[src/rtl/tdb_pkg.sv]
package tdb_pkg;

    localparam int SEL_W  = 3;
    localparam int PS_W   = 3;
    localparam int ADDR_W = 2;
    localparam int CTRL_W = 11;
    localparam int PSC_W  = (1 << PS_W) - 1;

    typedef enum logic [ADDR_W-1:0] {
        REG_CTRL  = 2'd0,
        REG_MOD   = 2'd1,
        REG_DLY_A = 2'd2,
        REG_DLY_B = 2'd3
    } reg_addr_e;

    typedef struct packed {
        logic [PS_W-1:0]  ps;
        logic [SEL_W-1:0] sel;
        logic             comb;
        logic             byp;
        logic             cont;
        logic             en;
    } ctrl_t;

    function automatic ctrl_t decode_ctrl(logic [CTRL_W-1:0] w);
        ctrl_t c;
        c.en   = w[0];
        c.cont = w[1];
        c.byp  = w[2];
        c.comb = w[3];
        c.sel  = w[6:4];
        c.ps   = w[10:8];
        return c;
    endfunction

    function automatic logic [PSC_W-1:0] presc_limit(logic [PS_W-1:0] ps);
        logic [PSC_W-1:0] lim;
        lim = '0;
        for (int i = 0; i < PSC_W; i++) begin
            lim[i] = (i < int'(ps));
        end
        return lim;
    endfunction

endpackage

[src/rtl/tdb_regs.sv]
module tdb_regs
    import tdb_pkg::*;
#(
    parameter int CNT_W = 16
) (
    input  logic                clk,
    input  logic                rst,
    input  logic                wr_en,
    input  logic [ADDR_W-1:0]   wr_addr,
    input  logic [CNT_W-1:0]    wr_data,
    output ctrl_t               ctrl,
    output logic [CNT_W-1:0]    modv,
    output logic [CNT_W-1:0]    dly_a,
    output logic [CNT_W-1:0]    dly_b
);

    always_ff @(posedge clk) begin
        if (rst) begin
            ctrl  <= '0;
            modv  <= '0;
            dly_a <= '0;
            dly_b <= '0;
        end else if (wr_en) begin
            case (reg_addr_e'(wr_addr))
                REG_CTRL:  ctrl  <= decode_ctrl(wr_data[CTRL_W-1:0]);
                REG_MOD:   modv  <= wr_data;
                REG_DLY_A: dly_a <= wr_data;
                REG_DLY_B: dly_b <= wr_data;
                default:   ;
            endcase
        end
    end

endmodule

[src/rtl/tdb_trig_sel.sv]
module tdb_trig_sel
    import tdb_pkg::*;
#(
    parameter int N_TRIG = 7
) (
    input  logic              clk,
    input  logic              rst,
    input  logic [N_TRIG-1:0] trig_in,
    input  logic [SEL_W-1:0]  sel,
    output logic              rise
);

    logic cur;
    logic prev;

    always_comb begin
        cur = 1'b0;
        for (int i = 0; i < N_TRIG; i++) begin
            if (sel == SEL_W'(i)) cur = trig_in[i];
        end
    end

    always_ff @(posedge clk) begin
        if (rst) prev <= 1'b1;
        else     prev <= cur;
    end

    assign rise = cur & ~prev;

    // an edge indication never lasts two clocks
    p_rise_single_r3: assert property (@(posedge clk) disable iff (rst)
        rise |=> !rise);

endmodule

[src/rtl/tdb_seq.sv]
module tdb_seq
    import tdb_pkg::*;
#(
    parameter int CNT_W = 16
) (
    input  logic              clk,
    input  logic              rst,
    input  logic              en,
    input  logic              byp,
    input  logic              cont,
    input  logic [PS_W-1:0]   ps,
    input  logic              start,
    input  logic [CNT_W-1:0]  modv,
    output logic              running,
    output logic [CNT_W-1:0]  cnt,
    output logic              done
);

    logic [PSC_W-1:0] pcnt;
    logic             tick;

    assign tick = running && (pcnt == presc_limit(ps));

    always_ff @(posedge clk) begin
        if (rst) begin
            running <= 1'b0;
            cnt     <= '0;
            pcnt    <= '0;
            done    <= 1'b0;
        end else begin
            done <= 1'b0;
            if (!en || byp) begin
                running <= 1'b0;
                cnt     <= '0;
                pcnt    <= '0;
            end else if (!running) begin
                running <= start;
                cnt     <= '0;
                pcnt    <= '0;
            end else if (tick) begin
                pcnt <= '0;
                if (cnt == modv) begin
                    cnt     <= '0;
                    done    <= 1'b1;
                    running <= cont;
                end else begin
                    cnt <= cnt + 1'b1;
                end
            end else begin
                pcnt <= pcnt + 1'b1;
            end
        end
    end

    // the count holds between prescaler ticks
    p_hold_r4: assert property (@(posedge clk) disable iff (rst)
        (running && !tick && en && !byp) |=> $stable(cnt));

    // a running sequence is never cut short by a new edge
    p_no_retrig_r6: assert property (@(posedge clk) disable iff (rst)
        (running && !tick && en && !byp) |=> running);

    // completion coincides with a cleared counter
    p_clear_on_done_r8: assert property (@(posedge clk) disable iff (rst)
        done |-> (cnt == '0));

    // a sequence only begins after a trigger edge
    p_start_edge_r3: assert property (@(posedge clk) disable iff (rst)
        $rose(running) |-> $past(start));

    // bypass keeps the counter idle
    p_bypass_idle_r10: assert property (@(posedge clk) disable iff (rst)
        $past(byp) |-> !running);

endmodule

[src/rtl/tdb_out.sv]
module tdb_out #(
    parameter int CNT_W = 16
) (
    input  logic              clk,
    input  logic              rst,
    input  logic              en,
    input  logic              byp,
    input  logic              comb,
    input  logic              rise,
    input  logic              running,
    input  logic [CNT_W-1:0]  cnt,
    input  logic [CNT_W-1:0]  dly_a,
    input  logic [CNT_W-1:0]  dly_b,
    output logic              out_a,
    output logic              out_b,
    output logic              out_or
);

    logic [1:0]             hit;
    logic [1:0][CNT_W-1:0]  dly;

    assign dly = {dly_b, dly_a};

    for (genvar g = 0; g < 2; g++) begin : g_chan
        assign hit[g] = byp ? (en & rise) : (running && (cnt == dly[g]));
    end

    assign out_a  = hit[0];
    assign out_b  = hit[1];
    assign out_or = comb & (hit[0] | hit[1]);

    // the merged line never fires alone
    p_or_source_r9: assert property (@(posedge clk) disable iff (rst)
        out_or |-> (out_a || out_b));

endmodule

[src/rtl/trig_delay_top.sv]
module trig_delay_top
    import tdb_pkg::*;
#(
    parameter int CNT_W  = 16,
    parameter int N_TRIG = 7
) (
    input  logic              clk,
    input  logic              rst,
    input  logic              wr_en,
    input  logic [1:0]        wr_addr,
    input  logic [CNT_W-1:0]  wr_data,
    input  logic [N_TRIG-1:0] trig_in,
    output logic              out_a,
    output logic              out_b,
    output logic              out_or,
    output logic              seq_done
);

    ctrl_t            ctrl;
    logic [CNT_W-1:0] modv;
    logic [CNT_W-1:0] dly_a;
    logic [CNT_W-1:0] dly_b;
    logic             rise;
    logic             running;
    logic [CNT_W-1:0] cnt;

    tdb_regs #(.CNT_W(CNT_W)) u_regs (
        .clk     (clk),
        .rst     (rst),
        .wr_en   (wr_en),
        .wr_addr (wr_addr),
        .wr_data (wr_data),
        .ctrl    (ctrl),
        .modv    (modv),
        .dly_a   (dly_a),
        .dly_b   (dly_b)
    );

    tdb_trig_sel #(.N_TRIG(N_TRIG)) u_sel (
        .clk     (clk),
        .rst     (rst),
        .trig_in (trig_in),
        .sel     (ctrl.sel),
        .rise    (rise)
    );

    tdb_seq #(.CNT_W(CNT_W)) u_seq (
        .clk     (clk),
        .rst     (rst),
        .en      (ctrl.en),
        .byp     (ctrl.byp),
        .cont    (ctrl.cont),
        .ps      (ctrl.ps),
        .start   (rise),
        .modv    (modv),
        .running (running),
        .cnt     (cnt),
        .done    (seq_done)
    );

    tdb_out #(.CNT_W(CNT_W)) u_out (
        .clk     (clk),
        .rst     (rst),
        .en      (ctrl.en),
        .byp     (ctrl.byp),
        .comb    (ctrl.comb),
        .rise    (rise),
        .running (running),
        .cnt     (cnt),
        .dly_a   (dly_a),
        .dly_b   (dly_b),
        .out_a   (out_a),
        .out_b   (out_b),
        .out_or  (out_or)
    );

endmodule

[config.mk]
export PLATFORM = sky130hd
export DESIGN_NAME = trig_delay_top
export DESIGN_NICKNAME = d
export VERILOG_FILES = /design/src/rtl/tdb_pkg.sv /design/src/rtl/tdb_regs.sv /design/src/rtl/tdb_trig_sel.sv /design/src/rtl/tdb_seq.sv /design/src/rtl/tdb_out.sv /design/src/rtl/trig_delay_top.sv
export SDC_FILE = /design/constraint.sdc
export NUM_CORES = 1
export LEC_CHECK = 0
export BUFFER_PORTS_ARGS = -buffer_cell sky130_fd_sc_hd__clkbuf_2
export CORE_AREA = 2 2 95 97
export DETAILED_ROUTE_END_ITERATION = 8
export DIE_AREA = 0 0 97 99
export PLACE_DENSITY_LB_ADDON = 0.25
export SLEW_MARGIN = 20
export SYNTH_ARGS = -nofsm -noshare
export SYNTH_HDL_FRONTEND = slang
export SYNTH_SLANG_ARGS = --single-unit
[constraint.sdc]
create_clock -name clk -period 3.6 [get_ports clk]
set_clock_uncertainty 0.05 [all_clocks]
set_input_delay 0.9 -clock clk [delete_from_list [all_inputs] [get_ports clk]]
set_output_delay 0.9 -clock clk [all_outputs]
set_load 0.005 [all_outputs]
Word level (Yosys, flattened, before mapping)
Index checks and enable logic that the tools add are counted.

word-level totals
  bits in registers = 84
  input port bits = 28

operators by class
  add/sub/neg operators = 2
  magnitude comparators = 7
  equality and inequality tests = 13
  muxes and demuxes = 14
  bitwise gates (word level) = 7
  reduce and logical (&&, ||, !) cells = 15

operators with widths
  operator                 number
  $eq A16 B16 Y1           3
  $add A16 B1 Y16 const B  1
  $mux W16                 1
  $mux W1                  13
  $eq A3 B3 Y1 const B     3
  $lt A3 B3 Y1 const A     3
  $reduce_and A2 Y1        4
  $reduce_or A4 Y1         2
  $add A7 B1 Y7 const B    1
  $eq A7 B7 Y1             1
  $eq A3 B2 Y1 const B     2
  $lt A1 B3 Y1 const A     2
  $lt A2 B3 Y1 const A     2
  $eq A2 B2 Y1 const B     2
  $and A1 B1 Y1            3
  $eq A3 B1 Y1 const B     1
  $logic_and A1 B1 Y1      3
  $logic_not A3 Y1         1
  $not A1 Y1               3
  $reduce_or A3 Y1         1
  $eq A2 B1 Y1 const B     1
  $logic_not A2 Y1         1
  $reduce_or A2 Y1         1
  $logic_not A1 Y1         1
  other kinds (2)          2

Depth between registers and ports, before layout
Gate-level depths: netlist of the first run.

  depth after elaboration = 13
  gate-level depth with buffers = 9
  depth with buffers taken out = 6

Hierarchy
Synthesis of the first run repeated with hierarchy kept, for this count alone.

second synthesis, totals
  cell total of the unflattened synthesis = 456
  area, all modules = 4404.2 um^2

modules (own cells, without submodules)
  module        times used  cells an instance  area each (um^2)
  tdb_regs      1           210                2322.2
  tdb_seq       1           186                1589.0
  tdb_out       1           49                 391.6
  tdb_trig_sel  1           11                 101.3

Worst setup path before layout of the first run
No wires, ideal clock.

  path type = input port to output port
  from = input trig_in[3]
  to = output out_or
  arrival time = 1801 ps
  setup slack = 849 ps
  stages = 5
  buffers on the path = 0
  path through = mux4_2 > o21ai_0 > nor2_1 > nand3_1 > a31oi_1

between the ends
  word-level cells in the longest chain between the ends = 9

RTL lines
  element                    RTL line              RTL
  start: declaration         trig_delay_top.sv:12  input logic [N_TRIG-1:0] trig_in,
  $mux W1 (*) (4 in series)  tdb_trig_sel.sv:19    if (sel == SEL_W'(i)) cur = trig_in[i];
  $and A1 B1 Y1 (*)          tdb_trig_sel.sv:28    assign rise = cur & ~prev;
  $and A1 B1 Y1 (*)          tdb_out.sv:25         assign hit[g] = byp ? (en & rise) : (running && (cnt == dly[g]));
  $mux W1                    tdb_out.sv:25
  $or A1 B1 Y1 (*)           tdb_out.sv:30         assign out_or = comb & (hit[0] | hit[1]);
  $and A1 B1 Y1 (*)          tdb_out.sv:30
  end: declaration           trig_delay_top.sv:15  output logic out_or,

Every way passes the cells marked *; elsewhere a longest branch is shown, timed or not.

Final worst setup path of the first run
Ends and elaborated chain as after synthesis.

==> run metrics, run 1 <==
drt total wl 9570 µm; sequential-to-total area share from yosys stat 0.401; maximum buffer depth of the clock tree 2; largest net degree at the start of global routing 61; fin crit period 3.07 ns; CP endpoint kind output port; setup TNS 0 ns; DR vias 3292; DIE AREA 9600 µm²; Power Internal 1350 µW; Worst Hold End u_seq.running; register bit total from synthesis 84; postcts setup bufs 0; crit path max-delay cell type mux4_2; P_sw 443 µW; share of power burned in registers 0.541; row cnt 34; R2R Path End u_seq.cnt[4]; syn_area_per_cell 8.41 µm²; final setup vio count 0; layout cell share with drive strength beyond 1 0.163; CP max FO 3; status finished clean; fillcell total roughly 810; DR DRC count 0; final worst path period share 0.852; cell repeated most along the worst path clkbuf_2; Die W 97 µm; total grt overflow 0; Post-CTS Resized 0; gr usage total 0.209; critical path data arrival time 2.12 ns; count of cell types in the netlist 46; CTS H-tree depth 3; Slowest Stage Delay on Critical Path around 0.44 ns; synthesized area 4190 µm²; CP top delay family multiplexers; reg2reg path depth 6; via density per instance 5.33; DP HPWL 6720 µm; max-slew violations 0; CP required 2.65 ns; syn_nets between 500 and 600; Hold Path Origin u_regs.ctrl[1]; Gate power share 0.084; Worst Hold Class register to register; clk_lat worst skew around 0.35 ns; Buf+Inv Stages, Crit Path 2; Placer Congestion 0.869; commonest non-fill, non-tap cell in the layout nand2_1; worst slew pin tran about 0.8 ns; Sw Ratio 0.247; io pins 32; area grow syn2layout 7.64%; Initial Utilization 0.490; MaxCap Viol Count 0; most frequent cells in the layout nand2_1, dfxtp_1, a21oi_1; CTS tree built; yosys warns 0; vias in the first global route approximately 3200; DRT iter0 DRCs 170; post-route ant nets 0; RSZ-0062 raised after global routing no; Hold Crit Depth 2; Die Y 99 µm; TritonCTS Buffers 9; CP Class input port to output port; Post-CTS Hold Buffers 0; First-pass DRT Iterations 4; Power Density around 400 nW/µm²; part of the power in the clock network 0.375; nets@finish 535; routed length per instance roughly 15 µm; initial antenna violation count 0; Async S/R FF share, synth 0; Leak 0.00175 µW; global-route wire length before repair 16000 µm; number of hold violations in the final report 0; RR Startpoint u_regs.ctrl[8]; n_diodes 0; clk sinks 84; core area 8550 µm²; ys flop type dfxtp_1; R2R Setup Slk 1.01 ns; achievable clock frequency 326 MHz; I/O Buffers 31; Util after Layout 0.528; Setup crit start kind input port; Reg clk slew, reported paths 0.08 ns; worst IR drop on VDD 198 µV; Post-synth EDFFs 0; crit-path cells clkbuf_2, mux4_2, o21ai_0, nor2_1, nand3_1, a31oi_1, clkbuf_2; Cells after Synth around 500; CTS Root Cell clkbuf_8; Slew HR 0.471
-- through the flow --
| stage | instances | area [µm²] | hold WS [ns] | setup slack [ns] | power, µW |
|---|---|---|---|---|---|
| 2_1_floorplan | 498 | 4190 | 0.386 | 0.849 | 1090 |
| 3_3_place_gp | 602 | 4320 | 0.403 | 0.636 | 1140 |
| 3_5_place_dp | 602 | 4320 | 0.408 | 0.527 | 1140 |
| 4_1_cts | 618 | 4510 | 0.416 | 0.502 | 1810 |
| 5_1_grt | 618 | 4510 | 0.443 | 0.413 | 1870 |
| 6_report | 618 | 4510 | 0.418 | 0.534 | 1790 |
-- routing by layer --
metal,up-vias,part of all wire,global-route usage
met5,-,0,0
met4,0,0.013,0.0878
met3,9,0.045,0.0305
met2,69,0.49,0.350
met1,1543,0.46,0.271
li1,1671,-,-
-- worst min-delay path, delay by kind of cell, from the launching register on --
kind / cells / cell delay (ns)
flip-flops: 1 / 0.30
buffers and inverters: 1 / 0.06
AO/OA/AOI/OAI: 1 / 0.07
-- worst max-delay path by stage --
stage                     cells past startpoint      to  slack, ns         start
after floorplan                               5  out_or       0.85    trig_in[3]
after global placement                        7  out_or       0.64    trig_in[3]
after detailed placement                      7  out_or       0.53    trig_in[3]
after CTS                                     6  out_or       0.50  u_seq.cnt[3]
after global routing                          7  out_or       0.41    trig_in[3]
final                                         7  out_or       0.53    trig_in[3]
-- sequential cells by signal (all words and copies together) (netlist names) --
signal,cells
u_sel.prev,1
u_seq.done,1
u_seq.cnt,16
u_seq.running,1
u_regs.ctrl,10
u_regs.dly_a,16
u_seq.pcnt,7
u_regs.modv,16
u_regs.dly_b,16
-- synthesized netlist by cell type, types with 2 or more instances --
master | count | area (µm²)
nand3b_1 | 2 | 15.0
nor3_1 | 3 | 15.0
nor2_1 | 33 | 124
nand2b_1 | 2 | 12.5
mux2i_1 | 11 | 110
buf_2 | 12 | 60.1
nand3_1 | 7 | 35.0
buf_6 | 3 | 33.8
a21oi_1 | 50 | 250
a31oi_1 | 2 | 12.5
inv_1 | 5 | 18.8
nand2_1 | 110 | 413
o21ai_0 | 3 | 15.0
nor3b_1 | 3 | 22.5
nand4_1 | 13 | 81.3
dfxtp_1 | 84 | 1680
and3_1 | 4 | 25.0
nor2b_1 | 3 | 18.8
nor4_1 | 12 | 75.1
xor2_1 | 43 | 377
or3_1 | 2 | 12.5
xnor2_1 | 26 | 228
ha_1 | 2 | 25.0
nor2_2 | 10 | 62.6
clkbuf_1 | 22 | 82.6
or2_2 | 2 | 12.5
nor4_2 | 10 | 125
-- power groups by stage --
stage | sequential, µW | combinational, µW | clock [µW]
finish | 969 | 150 | 671
global route | 971 | 166 | 732
CTS | 968 | 152 | 691
detailed placement | 990 | 151 | 0
global placement | 990 | 148 | 0
floorplan | 984 | 106 | 0
-- final cells by class --
| type | instances | area, µm² | area share |
|---|---|---|---|
| well taps | 108 | 135 | 0.0300 |
| flip-flops and latches | 84 | 1680 | 0.373 |
| multi-input cells | 370 | 2300 | 0.509 |
| clock inverters | 4 | 48.8 | 0.0108 |
| clock buffers | 12 | 145 | 0.0322 |
| repair buffers | 35 | 185 | 0.0411 |
| inverters | 5 | 18.8 | 0.00416 |
-- cell families after synthesis --
| group | synth area share |
|---|---|
| DFF | 0.401 |
| muxes | 0.0317 |
| buffers and inverters | 0.0520 |
| AOI/OAI and AO/OA | 0.0890 |
| adders and majority gates | 0.00597 |
| and+or+nand+nor | 0.276 |
| xor gates and xnor gates | 0.144 |
No activity file was read; power rests on OpenSTA's default activity.
==> inputs of run 2 (changes only) <==
==> constraint.sdc (replaced) <==
create_clock -name clk -period 2.65 [get_ports clk]
set_clock_uncertainty 0.05 [all_clocks]
set_input_delay 0.6625 -clock clk [delete_from_list [all_inputs] [get_ports clk]]
set_output_delay 0.6625 -clock clk [all_outputs]
set_load 0.005 [all_outputs]
==> run 2 against run 1 <==
Compared with the run above:
- via count is 3.0% higher
- setup slack worse by 0.46 ns
- total power is 46% higher
- sequential share of layout area is 1.1 points lower
- clock power is 62% higher
- largest cell class unchanged
- highest routed layer unchanged
==> run metrics, run 2 (synthesis results as in run 1) <==
Gate power share 0.080 (was 0.084); fillcell total 773 (was 814); CTS tree built (unchanged); Buf+Inv Stages, Crit Path 2 (unchanged); MaxCap Viol Count 0 (unchanged); Leak 0.00184 µW (was 0.00175 µW); R2R Path End u_seq.cnt[3] (was u_seq.cnt[4]); Initial Utilization 0.490 (unchanged); WHS 0.417 ns (was 0.418 ns); Setup crit start kind register (was input port); post-route ant nets 0 (unchanged); largest net degree at the start of global routing 61 (unchanged); number of hold violations in the final report 0 (unchanged); Slowest Stage Delay on Critical Path 0.34 ns (was 0.44 ns); fin crit period 2.57 ns; routed length per instance 15.6 µm (was 15.5 µm); area grow syn2layout 12.1% (was 7.64%); DR DRC count 0 (unchanged); CP Class register to output port (was input port to output port); Reg clk slew, reported paths 0.08 ns (about the same); critical path data arrival time 1.86 ns (was 2.12 ns); clk sinks 84 (unchanged); max-slew violations 0 (unchanged); final worst path period share 0.971; CTS Root Cell clkbuf_8 (unchanged); Die W 97 µm (unchanged); global-route wire length before repair 16200 µm (was 16000 µm); row cnt 34 (unchanged); nets@finish 547 (was 535); CTS H-tree depth 3 (unchanged); setup TNS 0 ns (unchanged); Worst Hold End u_seq.running (unchanged); Slew HR 0.476 (was 0.471); P_sw 623 µW (was 443 µW); Hold Path Origin u_regs.ctrl[1] (unchanged); most frequent cells in the layout nand2_1, dfxtp_1, a21oi_1 (unchanged); core area 8550 µm² (unchanged); clk_lat worst skew 0.36 ns (was 0.35 ns); status finished clean (unchanged); R2R Setup Slk 0.35 ns (was 1.01 ns); Worst Hold Class register to register (unchanged); layout cell share with drive strength beyond 1 0.213 (was 0.163); gr usage total 0.212 (was 0.209); DIE AREA 9600 µm² (unchanged); placed instance area 4410 µm² (was 4320 µm²); maximum buffer depth of the clock tree 2 (unchanged); final setup vio count 0 (unchanged); commonest non-fill, non-tap cell in the layout nand2_1 (unchanged); initial antenna violation count 0 (unchanged); post-route cell area 4700 µm² (was 4510 µm²); CP max FO 6 (was 3); TritonCTS Buffers 9 (unchanged); worst IR drop on VDD 326 µV (was 198 µV); I/O Buffers 31 (unchanged); n_diodes 0 (unchanged); RR Startpoint u_regs.ctrl[8] (unchanged); Hold Crit Depth 2 (unchanged); crit-path cells buf_4, xor2_1, nor4_2, nand4_1, a31oi_1, buf_2 (was clkbuf_2, mux4_2, o21ai_0, nor2_1, nand3_1, a31oi_1, clkbuf_2); CP endpoint kind output port (unchanged); via density per instance 5.39 (was 5.33); CP top delay family simple AND/OR/NAND/NOR gates (was multiplexers); DP HPWL 6960 µm (was 6720 µm); Power Internal 1990 µW (was 1350 µW); RSZ-0062 raised after global routing no (unchanged); DR vias 3392 (was 3292); crit path max-delay cell type dfxtp_2 (was mux4_2); First-pass DRT Iterations 4 (unchanged); reg2reg path depth 7 (was 6); worst slew pin tran 0.784 ns (was 0.794 ns); Total Power 2610 µW (was 1790 µW); achievable clock frequency 389 MHz; Placer Congestion 0.855 (was 0.869); CP required 1.94 ns (was 2.65 ns); DRT iter0 DRCs 144 (was 170); Power Density 557 nW/µm² (was 397 nW/µm²); Sw Ratio 0.238 (was 0.247); part of the power in the clock network 0.417 (was 0.375); Die Y 99 µm (unchanged); drt total wl 9810 µm (was 9570 µm); share of power burned in registers 0.503 (was 0.541); total grt overflow 0 (unchanged); io pins 32 (unchanged); vias in the first global route 3238 (was 3205)
[run 2: changes by cell type in the layout (fill, tap and decap cells not counted), sizes merged]
cell      change
buf          +13
clkbuf        -4
bufinv        +2
clkinv        -2
clkinvlp      +2
[run 2: per-layer routing]
metal  routed length [µm]  global-route usage  part of all wire  up-vias
li1                     -                   -                 -     1696
met1                 4510               0.284              0.46     1601
met2                 4750               0.348              0.48       77
met3                  383              0.0362             0.039       18
met4                  177              0.0748             0.018        0
met5                    0                   0                 0        -
[run 2: what timing repair did]
item | 4_1_cts | 5_1_grt
hold buffers | 0 | 0
gates resized for setup | 8 | 11
endpoints found under the setup margin | 2 | 3
pin swaps | 1 | 6
hold endpoints to repair | 0 | 0
buffers inserted | 0 | 0
[run 2: final cells by class]
class	instances	area (µm²)	share of cell area
multi-input cells	370	2330	0.496
flip-flops and latches	84	1700	0.362
repair buffers	47	275	0.0586
well taps	108	135	0.0288
clock buffers	9	124	0.0264
clock inverters	6	114	0.0242
inverters	5	18.8	0.00400
[run 2: worst max path at each step]
stage | slack (ns) | cells past startpoint | start | to
floorplan | 0.37 | 5 | trig_in[3] | out_or
global placement | 0.16 | 7 | trig_in[3] | out_or
detailed placement | 0.1 | 7 | trig_in[3] | out_or
CTS | 0.003 | 6 | u_seq.cnt[10] | out_or
global route | 0.007 | 6 | u_seq.cnt[11] | out_or
finish | 0.08 | 6 | u_seq.cnt[11] | out_or
[run 2: worst reg2reg max path, delay by kind of cell (launching register included)]
kind                   cells  cell delay, ns
buffers and inverters      1            0.25
and+or+nand+nor            4            0.66
AOI/OAI and AO/OA          2            0.68
DFF                        1            0.53
[run 2: power groups by stage]
stage               clock (µW)  sequential [µW]  combinational, µW
floorplan                    0             1340                145
global placement             0             1340                201
detailed placement           0             1350                205
CTS                       1110             1320                208
global route              1170             1320                231
finish                    1090             1310                209
[run 2: stage by stage]
stage,setup WS (ns),utilization,std cells
finish,0.0771,0.549,629
global route,0.00748,0.549,629
CTS,0.00283,0.546,629
detailed placement,0.0986,0.515,614
global placement,0.157,0.515,614
floorplan,0.374,-,498
